<file path="config.mk">
export PLATFORM = sky130hd
export DESIGN_NAME = lcd_pwr_sequencer
export DESIGN_NICKNAME = d
export VERILOG_FILES = /design/src/rtl/lcdpwr_pkg.sv /design/src/rtl/lcdpwr_req_latch.sv /design/src/rtl/lcdpwr_step_timer.sv /design/src/rtl/lcdpwr_seq_fsm.sv /design/src/rtl/lcd_pwr_sequencer.sv
export SDC_FILE = /design/constraint.sdc
export NUM_CORES = 1
export LEC_CHECK = 0
export BUFFER_PORTS_ARGS = -buffer_cell sky130_fd_sc_hd__buf_2
export CAP_MARGIN = 5
export CORE_AREA = 2 2 55 57
export DETAILED_ROUTE_END_ITERATION = 6
export DIE_AREA = 0 0 57 59
export GPL_TIMING_DRIVEN = 0
export PLACE_DENSITY_LB_ADDON = 0.15
export SYNTH_ARGS = -nofsm -noshare
export SYNTH_HDL_FRONTEND = slang
export SYNTH_SLANG_ARGS = --single-unit
</file>
<file path="constraint.sdc">
create_clock -name clk -period 1.35 [get_ports clk]
set_clock_uncertainty 0.05 [all_clocks]
set_input_delay 0.2025 -clock clk [delete_from_list [all_inputs] [get_ports clk]]
set_output_delay 0.2025 -clock clk [all_outputs]
set_load 0.02 [all_outputs]
</file>
<file path="src/rtl/lcdpwr_pkg.sv">
package lcdpwr_pkg;

    // Kind of request held in the pending slot
    typedef enum logic [1:0] {
        REQ_NONE  = 2'd0,
        REQ_WAKE  = 2'd1,
        REQ_SLEEP = 2'd2,
        REQ_BOOT  = 2'd3
    } req_kind_e;

    typedef enum logic {
        SEQ_IDLE = 1'b0,
        SEQ_RUN  = 1'b1
    } seq_state_e;

    // Power rails as seen by the panel
    typedef struct packed {
        logic lcd;
        logic bl;
        logic lum_hi;
    } rail_t;

    localparam logic [1:0] STEP_FIRST = 2'd0;
    localparam logic [1:0] STEP_LAST  = 2'd2;

    // Sleep and standby dominate a simultaneous wake
    function automatic req_kind_e pick_request(input logic wake,
                                               input logic sleep,
                                               input logic stby);
        if (sleep || stby)
            return REQ_SLEEP;
        else if (wake)
            return REQ_WAKE;
        else
            return REQ_NONE;
    endfunction

    // Effect of one step: the up order is panel, backlight, luminance;
    // the down order mirrors it
    function automatic rail_t apply_step(input rail_t cur,
                                         input logic up,
                                         input logic [1:0] step);
        rail_t nxt;
        nxt = cur;
        if (up) begin
            case (step)
                2'd0:    nxt.lcd    = 1'b1;
                2'd1:    nxt.bl     = 1'b1;
                default: nxt.lum_hi = 1'b1;
            endcase
        end else begin
            case (step)
                2'd0:    nxt.lum_hi = 1'b0;
                2'd1:    nxt.bl     = 1'b0;
                default: nxt.lcd    = 1'b0;
            endcase
        end
        return nxt;
    endfunction

endpackage

</file>
<file path="src/rtl/lcdpwr_req_latch.sv">
module lcdpwr_req_latch
    import lcdpwr_pkg::*;
(
    input  logic      clk,
    input  logic      rst,
    input  logic      wake_i,
    input  logic      sleep_i,
    input  logic      stby_i,
    input  logic      take_i,
    output logic      pend_valid_o,
    output req_kind_e pend_kind_o
);

    req_kind_e incoming;
    req_kind_e slot_q;

    assign incoming = pick_request(wake_i, sleep_i, stby_i);

    // A fresh request overwrites the slot, even in the cycle it is taken
    always_ff @(posedge clk) begin
        if (rst)
            slot_q <= REQ_BOOT;
        else if (incoming != REQ_NONE)
            slot_q <= incoming;
        else if (take_i)
            slot_q <= REQ_NONE;
    end

    assign pend_valid_o = (slot_q != REQ_NONE);
    assign pend_kind_o  = slot_q;

endmodule

</file>
<file path="src/rtl/lcdpwr_step_timer.sv">
module lcdpwr_step_timer #(
    parameter int STEP_WAIT = 4
) (
    input  logic clk,
    input  logic rst,
    input  logic load_i,
    output logic expired_o
);

    localparam int CNT_W = (STEP_WAIT > 1) ? $clog2(STEP_WAIT) : 1;
    localparam logic [CNT_W-1:0] RELOAD = CNT_W'(STEP_WAIT - 1);

    logic [CNT_W-1:0] cnt_q;

    always_ff @(posedge clk) begin
        if (rst)
            cnt_q <= '0;
        else if (load_i)
            cnt_q <= RELOAD;
        else if (cnt_q != '0)
            cnt_q <= cnt_q - 1'b1;
    end

    assign expired_o = (cnt_q == '0);

endmodule

</file>
<file path="src/rtl/lcdpwr_seq_fsm.sv">
module lcdpwr_seq_fsm
    import lcdpwr_pkg::*;
(
    input  logic      clk,
    input  logic      rst,
    input  logic      pend_valid_i,
    input  req_kind_e pend_kind_i,
    input  logic      console_own_i,
    input  logic      expired_i,
    output logic      take_o,
    output logic      timer_load_o,
    output rail_t     rails_o,
    output logic      busy_o,
    output logic      done_o
);

    seq_state_e state_q;
    logic [1:0] step_q;
    logic       up_q;
    rail_t      rails_q;
    logic       done_q;

    logic go_up;
    logic refuse;
    logic last_fire;

    assign take_o = (state_q == SEQ_IDLE) && pend_valid_i;

    // Resolve the pending kind against the console flag at take time
    assign go_up  = ((pend_kind_i == REQ_WAKE) || (pend_kind_i == REQ_BOOT)) && console_own_i;
    assign refuse = (pend_kind_i == REQ_WAKE) && !console_own_i;

    assign last_fire    = (state_q == SEQ_RUN) && expired_i && (step_q == STEP_LAST);
    assign timer_load_o = (take_o && !refuse) ||
                          ((state_q == SEQ_RUN) && expired_i && !last_fire);

    always_ff @(posedge clk) begin
        if (rst) begin
            state_q <= SEQ_IDLE;
            step_q  <= STEP_FIRST;
            up_q    <= 1'b0;
            rails_q <= '0;
            done_q  <= 1'b0;
        end else begin
            done_q <= 1'b0;
            case (state_q)
                SEQ_IDLE: begin
                    if (take_o) begin
                        if (refuse) begin
                            done_q <= 1'b1;
                        end else begin
                            rails_q <= apply_step(rails_q, go_up, STEP_FIRST);
                            up_q    <= go_up;
                            step_q  <= STEP_FIRST + 2'd1;
                            state_q <= SEQ_RUN;
                        end
                    end
                end
                SEQ_RUN: begin
                    if (expired_i) begin
                        rails_q <= apply_step(rails_q, up_q, step_q);
                        if (step_q == STEP_LAST) begin
                            state_q <= SEQ_IDLE;
                            done_q  <= 1'b1;
                        end else begin
                            step_q <= step_q + 2'd1;
                        end
                    end
                end
                default: state_q <= SEQ_IDLE;
            endcase
        end
    end

    assign rails_o = rails_q;
    assign busy_o  = (state_q == SEQ_RUN);
    assign done_o  = done_q;

endmodule

</file>
<file path="src/rtl/lcd_pwr_sequencer.sv">
module lcd_pwr_sequencer
    import lcdpwr_pkg::*;
#(
    parameter int STEP_WAIT = 4,
    parameter int LUM_W     = 8
) (
    input  logic             clk,
    input  logic             rst,
    input  logic             resume_req,
    input  logic             suspend_req,
    input  logic             standby_req,
    input  logic             console_own,
    output logic             lcd_pwr_en,
    output logic             bl_pwr_en,
    output logic [LUM_W-1:0] lum_level,
    output logic             busy,
    output logic             done
);

    localparam logic [LUM_W-1:0] LUM_MIN = '0;
    localparam logic [LUM_W-1:0] LUM_MAX = '1;

    logic      pend_valid;
    req_kind_e pend_kind;
    logic      take;
    logic      timer_load;
    logic      expired;
    rail_t     rails;

    lcdpwr_req_latch u_latch (
        .clk          (clk),
        .rst          (rst),
        .wake_i       (resume_req),
        .sleep_i      (suspend_req),
        .stby_i       (standby_req),
        .take_i       (take),
        .pend_valid_o (pend_valid),
        .pend_kind_o  (pend_kind)
    );

    lcdpwr_step_timer #(.STEP_WAIT(STEP_WAIT)) u_timer (
        .clk       (clk),
        .rst       (rst),
        .load_i    (timer_load),
        .expired_o (expired)
    );

    lcdpwr_seq_fsm u_fsm (
        .clk           (clk),
        .rst           (rst),
        .pend_valid_i  (pend_valid),
        .pend_kind_i   (pend_kind),
        .console_own_i (console_own),
        .expired_i     (expired),
        .take_o        (take),
        .timer_load_o  (timer_load),
        .rails_o       (rails),
        .busy_o        (busy),
        .done_o        (done)
    );

    assign lcd_pwr_en = rails.lcd;
    assign bl_pwr_en  = rails.bl;
    assign lum_level  = rails.lum_hi ? LUM_MAX : LUM_MIN;

endmodule

</file>
* Word level (Yosys, flattened, before mapping) *
Index checks and enable logic that the tools add are counted.

cells by class
  equal/unequal tests = 15
  reduce and logical (&&, ||, !) cells = 26
  mux-type cells = 35
  bitwise operators = 2
  $add $sub $neg = 2

operator list
  cell                   count
  $mux W2                9
  $mux W1                17
  $mux W3                4
  $ne A3 B3 Y1 const B   4
  $reduce_and A6 Y1      2
  $reduce_bool A2 Y1     5
  $mux W8                1
  $ne A2 B2 Y1 const B   4
  $logic_and A1 B1 Y1    7
  $ne A2 B1 Y1 const B   3
  $pmux W3 S2            1
  $reduce_and A3 Y1      2
  $eq A2 B1 Y1 const B   2
  $eq A2 B2 Y1 const B   2
  $logic_not A2 Y1       2
  $pmux W1 S2            2
  $pmux W2 S2            1
  $reduce_and A4 Y1      1
  $logic_not A1 Y1       3
  $logic_or A1 B1 Y1     3
  $add A2 B1 Y2 const B  1
  $not A1 Y1             2
  $reduce_or A2 Y1       1
  $sub A2 B1 Y2 const B  1

storage, ports and cells
  flip-flop bits (word level) = 12
  output and inout port bits = 12
  word-level logic and storage cells = 89
  input bits = 6

* Longest topological paths before layout *
  depth after elaboration = 7
  mapped depth = 7
  depth with buffers taken out = 6

* Cells and area by module *
From an unflattened synthesis, not the netlist that was laid out.

unflattened totals
  cell total of the unflattened synthesis = 79
  area, all modules = 710.7 um^2

by module, submodules not included
  module             sequential area each (um^2)  times used  area each (um^2)  cells each
  lcdpwr_seq_fsm     160.2                        1           478.0             53
  lcdpwr_step_timer  40.0                         1           96.3              10
  lcdpwr_req_latch   40.0                         1           83.8              9
  lcd_pwr_sequencer  0.0                          1           52.6              7

* Worst setup path before layout *
No wires, ideal clock.

  kind = register to register
  start point = register u_fsm.step_q[0]
  end point = register u_fsm.step_q[0]
  buffers on the path = 0
  arrival = 1301 ps
  cell stages (with the launch flop) = 7
  period minus slack after synthesis = 1431 ps
  required time = 1221 ps
  library setup time = 79 ps
  path slack = -81 ps
  cell sequence = dfxtp_1 > inv_1 > ha_1 > nand2b_1 > a21o_1 > and2_1 > a211oi_2

between the ends
  cells in the longest elaborated chain, start to end = 4
  elaborated cells on any way between the ends = 7
  classes of those cells = add/sub (1); eq/ne (2); mux (3); reduce/logical (1)

RTL lines
  what                      line                  RTL
  start: declaration        lcdpwr_seq_fsm.sv:18  logic [1:0] step_q;
  start signal: assignment  lcdpwr_seq_fsm.sv:54  step_q <= STEP_FIRST + 2'd1;
  start signal: assignment  lcdpwr_seq_fsm.sv:66  step_q <= step_q + 2'd1;
  $add A2 B1 Y2             lcdpwr_seq_fsm.sv:66
  $mux W2                   lcdpwr_seq_fsm.sv:62  if (step_q == STEP_LAST) begin
  $mux W2                   lcdpwr_seq_fsm.sv:60  if (expired_i) begin
  $pmux W2 S2               lcdpwr_seq_fsm.sv:46  case (state_q)

Several ways; a longest one is shown, not always the timed one. The select of a mux whose other input is x is not followed.
A chain may end at the register's enable or synchronous reset.

* Worst setup path after layout *
  start point = register u_timer.cnt_q[0]
  end point = register u_fsm.rails_q (netlist bit u_fsm.rails_o[1])

between the ends
  cells in the longest elaborated chain, start to end = 3

RTL lines
  what                         line                     RTL
  start: declaration           lcdpwr_step_timer.sv:13  logic [CNT_W-1:0] cnt_q;
  start signal: assignment     lcdpwr_step_timer.sv:21  cnt_q <= cnt_q - 1'b1;
  $logic_not A2 Y1             lcdpwr_step_timer.sv:24  assign expired_o = (cnt_q == '0);
  $ne A2 B1 Y1 (no line)       -
  $reduce_and A3 Y1 (no line)  -
  end signal: assignment       lcdpwr_seq_fsm.sv:52     rails_q <= apply_step(rails_q, go_up, STEP_FIRST);
  end signal: assignment       lcdpwr_seq_fsm.sv:61     rails_q <= apply_step(rails_q, up_q, step_q);
  end: declaration             lcdpwr_seq_fsm.sv:20     rail_t rails_q;

Every way passes these cells.

==> impl_metrics.py <==
metrics = {
    "run_status": {
        "outcome": "completed",
    },
    "yosys": {
        "avgSynthCellArea_um2": 9.07,
        "synth_cell_type_count": 30,
        "syn-cell-area_um2": 662,
        "syn_inst": 73,
        "synth_fp_nets": 83,
        "yosysSeqAreaShare_pct": 36.3,
        "synth_warnings": 0,
        "ys_ff_latch": 12,
    },
    "placed_design": {
        "place.port_buffers": 17,
        "dp_hpwl_um": 959,
        "gp_congestion": 0.738,
    },
    "power_and_ir_drop": {
        "ir_worst_vdd_mv": 0.358,
        "power_density_nw_per_um2": 995,
        "p_leak_nw": 0.434,
    },
    "critical_path": {
        "crit_path_start_kind": "flop",
        "cp.required_ns": 1.45,
        "worstReg2RegStart": "u_timer.cnt_q[0]",
        "crit_family": "flip-flops",
        "worstPathMaxFanout": 7,
        "path_buf_inv": 2,
        "critPathSlowestCell": "dfxtp_2",
        "slowest_delay_ns": 0.34,
        "worstPathArrival_ns": 1.41,
        "path_cells": "inv_2 > ha_4 > and2_4 > buf_6 > nand2_1 > mux2i_1 > nor2_1",
        "critPathLaunch": "u_timer.cnt_q[0]",
        "end_kind": "flop",
        "crit_type": "flop to flop",
    },
    "cts": {
        "clockRootBuffer": "clkbuf_4",
        "clk-insertion-delay-late_ns": 0.27,
        "cts_tree": "done",
        "hold_buffers": 0,
        "cts_buffers": 3,
        "clkTransAtPathRegs_ns": 0.08,
        "htreeDepth": 1,
        "clk_path_buf_depth": 2,
        "cts.sinks": 12,
    },
    "hold_path": {
        "hp-start": "rst",
        "hold_path_class": "primary input to flop",
    },
    "routing": {
        "wl_per_cell_um": 10.6,
        "wirelength_um": 1380,
        "dr.pass1.iters": 5,
        "drc": 0,
        "drt_iter0_markers": 12,
        "via_count": 580,
        "vias_per_cell": 4.46,
        "ant_nets": 0,
    },
    "timing": {
        "tightest_slew_ns": 0.530,
        "max_freq_mhz": 762,
        "tns_ns": 0,
        "fin_crit_sh_pct": 97.2,
        "setup_viol": 0,
        "final-hold-violation-count": 0,
        "timing.hold.ws_ns": 0.0699,
        "slew_viol_final": 0,
        "post-route-min-period_ns": 1.31,
        "rsz0062_at_grt": "true",
        "slew_headroom_pct": 64.7,
    },
    "global_route": {
        "grt_remaining_overflow": 0,
        "grt_max_degree": 11,
        "grtUsageTotal_pct": 9.10,
        "antenna_found_initial": 0,
        "grt_pass1_vias": 563,
        "grt_first_pass_wirelength_um": 2370,
    },
    "floorplan": {
        "core-area_um2": 2710,
        "pin_count": 18,
        "die_w_um": 57,
        "start_util_pct": 24.4,
        "row_count": 19,
        "die_h_um": 59,
        "die_area_um2": 3360,
    },
    "layout": {
        "final_cell_mix": "buf_2, buf_4, dfxtp_1",
        "final_common_cell": "buf_2",
        "fin_nets": 110,
        "fin_util_pct": 33.6,
        "drive_above_1_share_pct": 57.6,
        "fillers": 301,
        "syn2layout_area_growth_pct": 37.4,
        "num_antenna_cells": 0,
    },
    "flow_run": {
        "max-cap-violations": 0,
    },
}
==> timing repair <==
action | in CTS | in global routing
setup endpoints to repair | 5 | 14
pin swaps | 4 | 6
buffers inserted | 3 | 2
gates resized for setup | 9 | 7
==> cells by family (layout without fill, tap and decap cells) <==
family	Yosys count	after routing	synth area share [%]
compound gates	18	18	19.7
xor+xnor	1	1	1.32
fa+ha+maj	4	4	7.56
buf+inv	16	42	15.3
flops	12	12	36.3
mux	2	2	3.21
simple gates	20	20	16.6
==> power breakdown <==
| group | leakage, nW | internal, W | switching (W) | total [W] |
|---|---|---|---|---|
| Clock | 0.0210 | 0.000164 | 0.000124 | 0.000288 |
| Combinational | 0.312 | 0.000117 | 0.000105 | 0.000223 |
| Sequential | 0.100 | 0.000376 | 0.0000176 | 0.000394 |
==> flip-flops by register name, indices dropped and copies added (netlist names) <==
signal	flops
u_fsm.rails_o	3
u_fsm.up_q	1
u_latch.pend_kind_o	2
u_timer.cnt_q	2
u_fsm.busy_o	1
u_fsm.done_o	1
u_fsm.step_q	2
==> routing by layer <==
layer  track usage, %  vias to the layer above  part of all wire [%]
met1             11.4                      269                    47
li1                 -                      297                     -
met2             14.6                       12                    47
met4             5.98                        0                   1.2
met5                0                        -                     0
met3             1.31                        2                   4.7
==> final timing paths <==
kind | to | slack (ns) | depth (start not counted)
hold reg to reg | u_latch.pend_kind_o[1] | 0.47 | 2
hold / removal | u_fsm.rails_o[2] | 0.07 | 2
setup / recovery | u_fsm.rails_o[1] | 0.04 | 7
setup reg to reg | u_fsm.rails_o[1] | 0.04 | 7
==> metrics by stage <==
step	std cells	area (um2)	total power (W)	setup WS, ns
after floorplan	73	666	0.000528	0.00368
after global placement	121	790	0.000567	-0.0956
after detailed placement	121	790	0.000568	-0.0949
after CTS	128	876	0.000896	0.000250
after global routing	130	910	0.000966	-0.0291
final	130	910	0.000905	0.0374
==> synth_stat cells <==
cell type  instances  share of area, %
xor2_1             1               1.3
a21oi_1            6               4.5
nand4b_1           1               1.3
and3b_1            1               1.3
o21ai_1            1              0.76
buf_4              7               7.9
nand2b_1           1              0.95
and2_4             1               1.3
mux2_2             1               1.7
nor2_1             5               2.8
o21ai_0            1              0.76
inv_1              6               3.4
nor4b_1            1               1.3
clkbuf_1           1              0.57
a211oi_1           3               3.4
dfxtp_1           12                36
a211oi_2           2               3.8
a22oi_2            1               1.9
buf_6              2               3.4
a31oi_1            1              0.95
nand2_1            4               2.3
mux2i_1            1               1.5
o31ai_1            1               1.1
a2bb2oi_1          1               1.3
nor2b_1            2               1.9
ha_1               4               7.6
nor2_2             1              0.95
a21o_1             1               1.1
and2_1             1              0.95
nor3_1             2               1.5
==> layout make-up <==
cell class	count	area [um2]	share of cell area, %
tap	31	38.8	4.26
inverter	6	22.5	2.48
clock buffer	4	36.3	3.99
timing repair buffer	22	123	13.5
buffer	10	78.8	8.67
multi-input combinational	45	365	40.2
sequential	12	245	27.0
(Power assumes the default switching activity.)
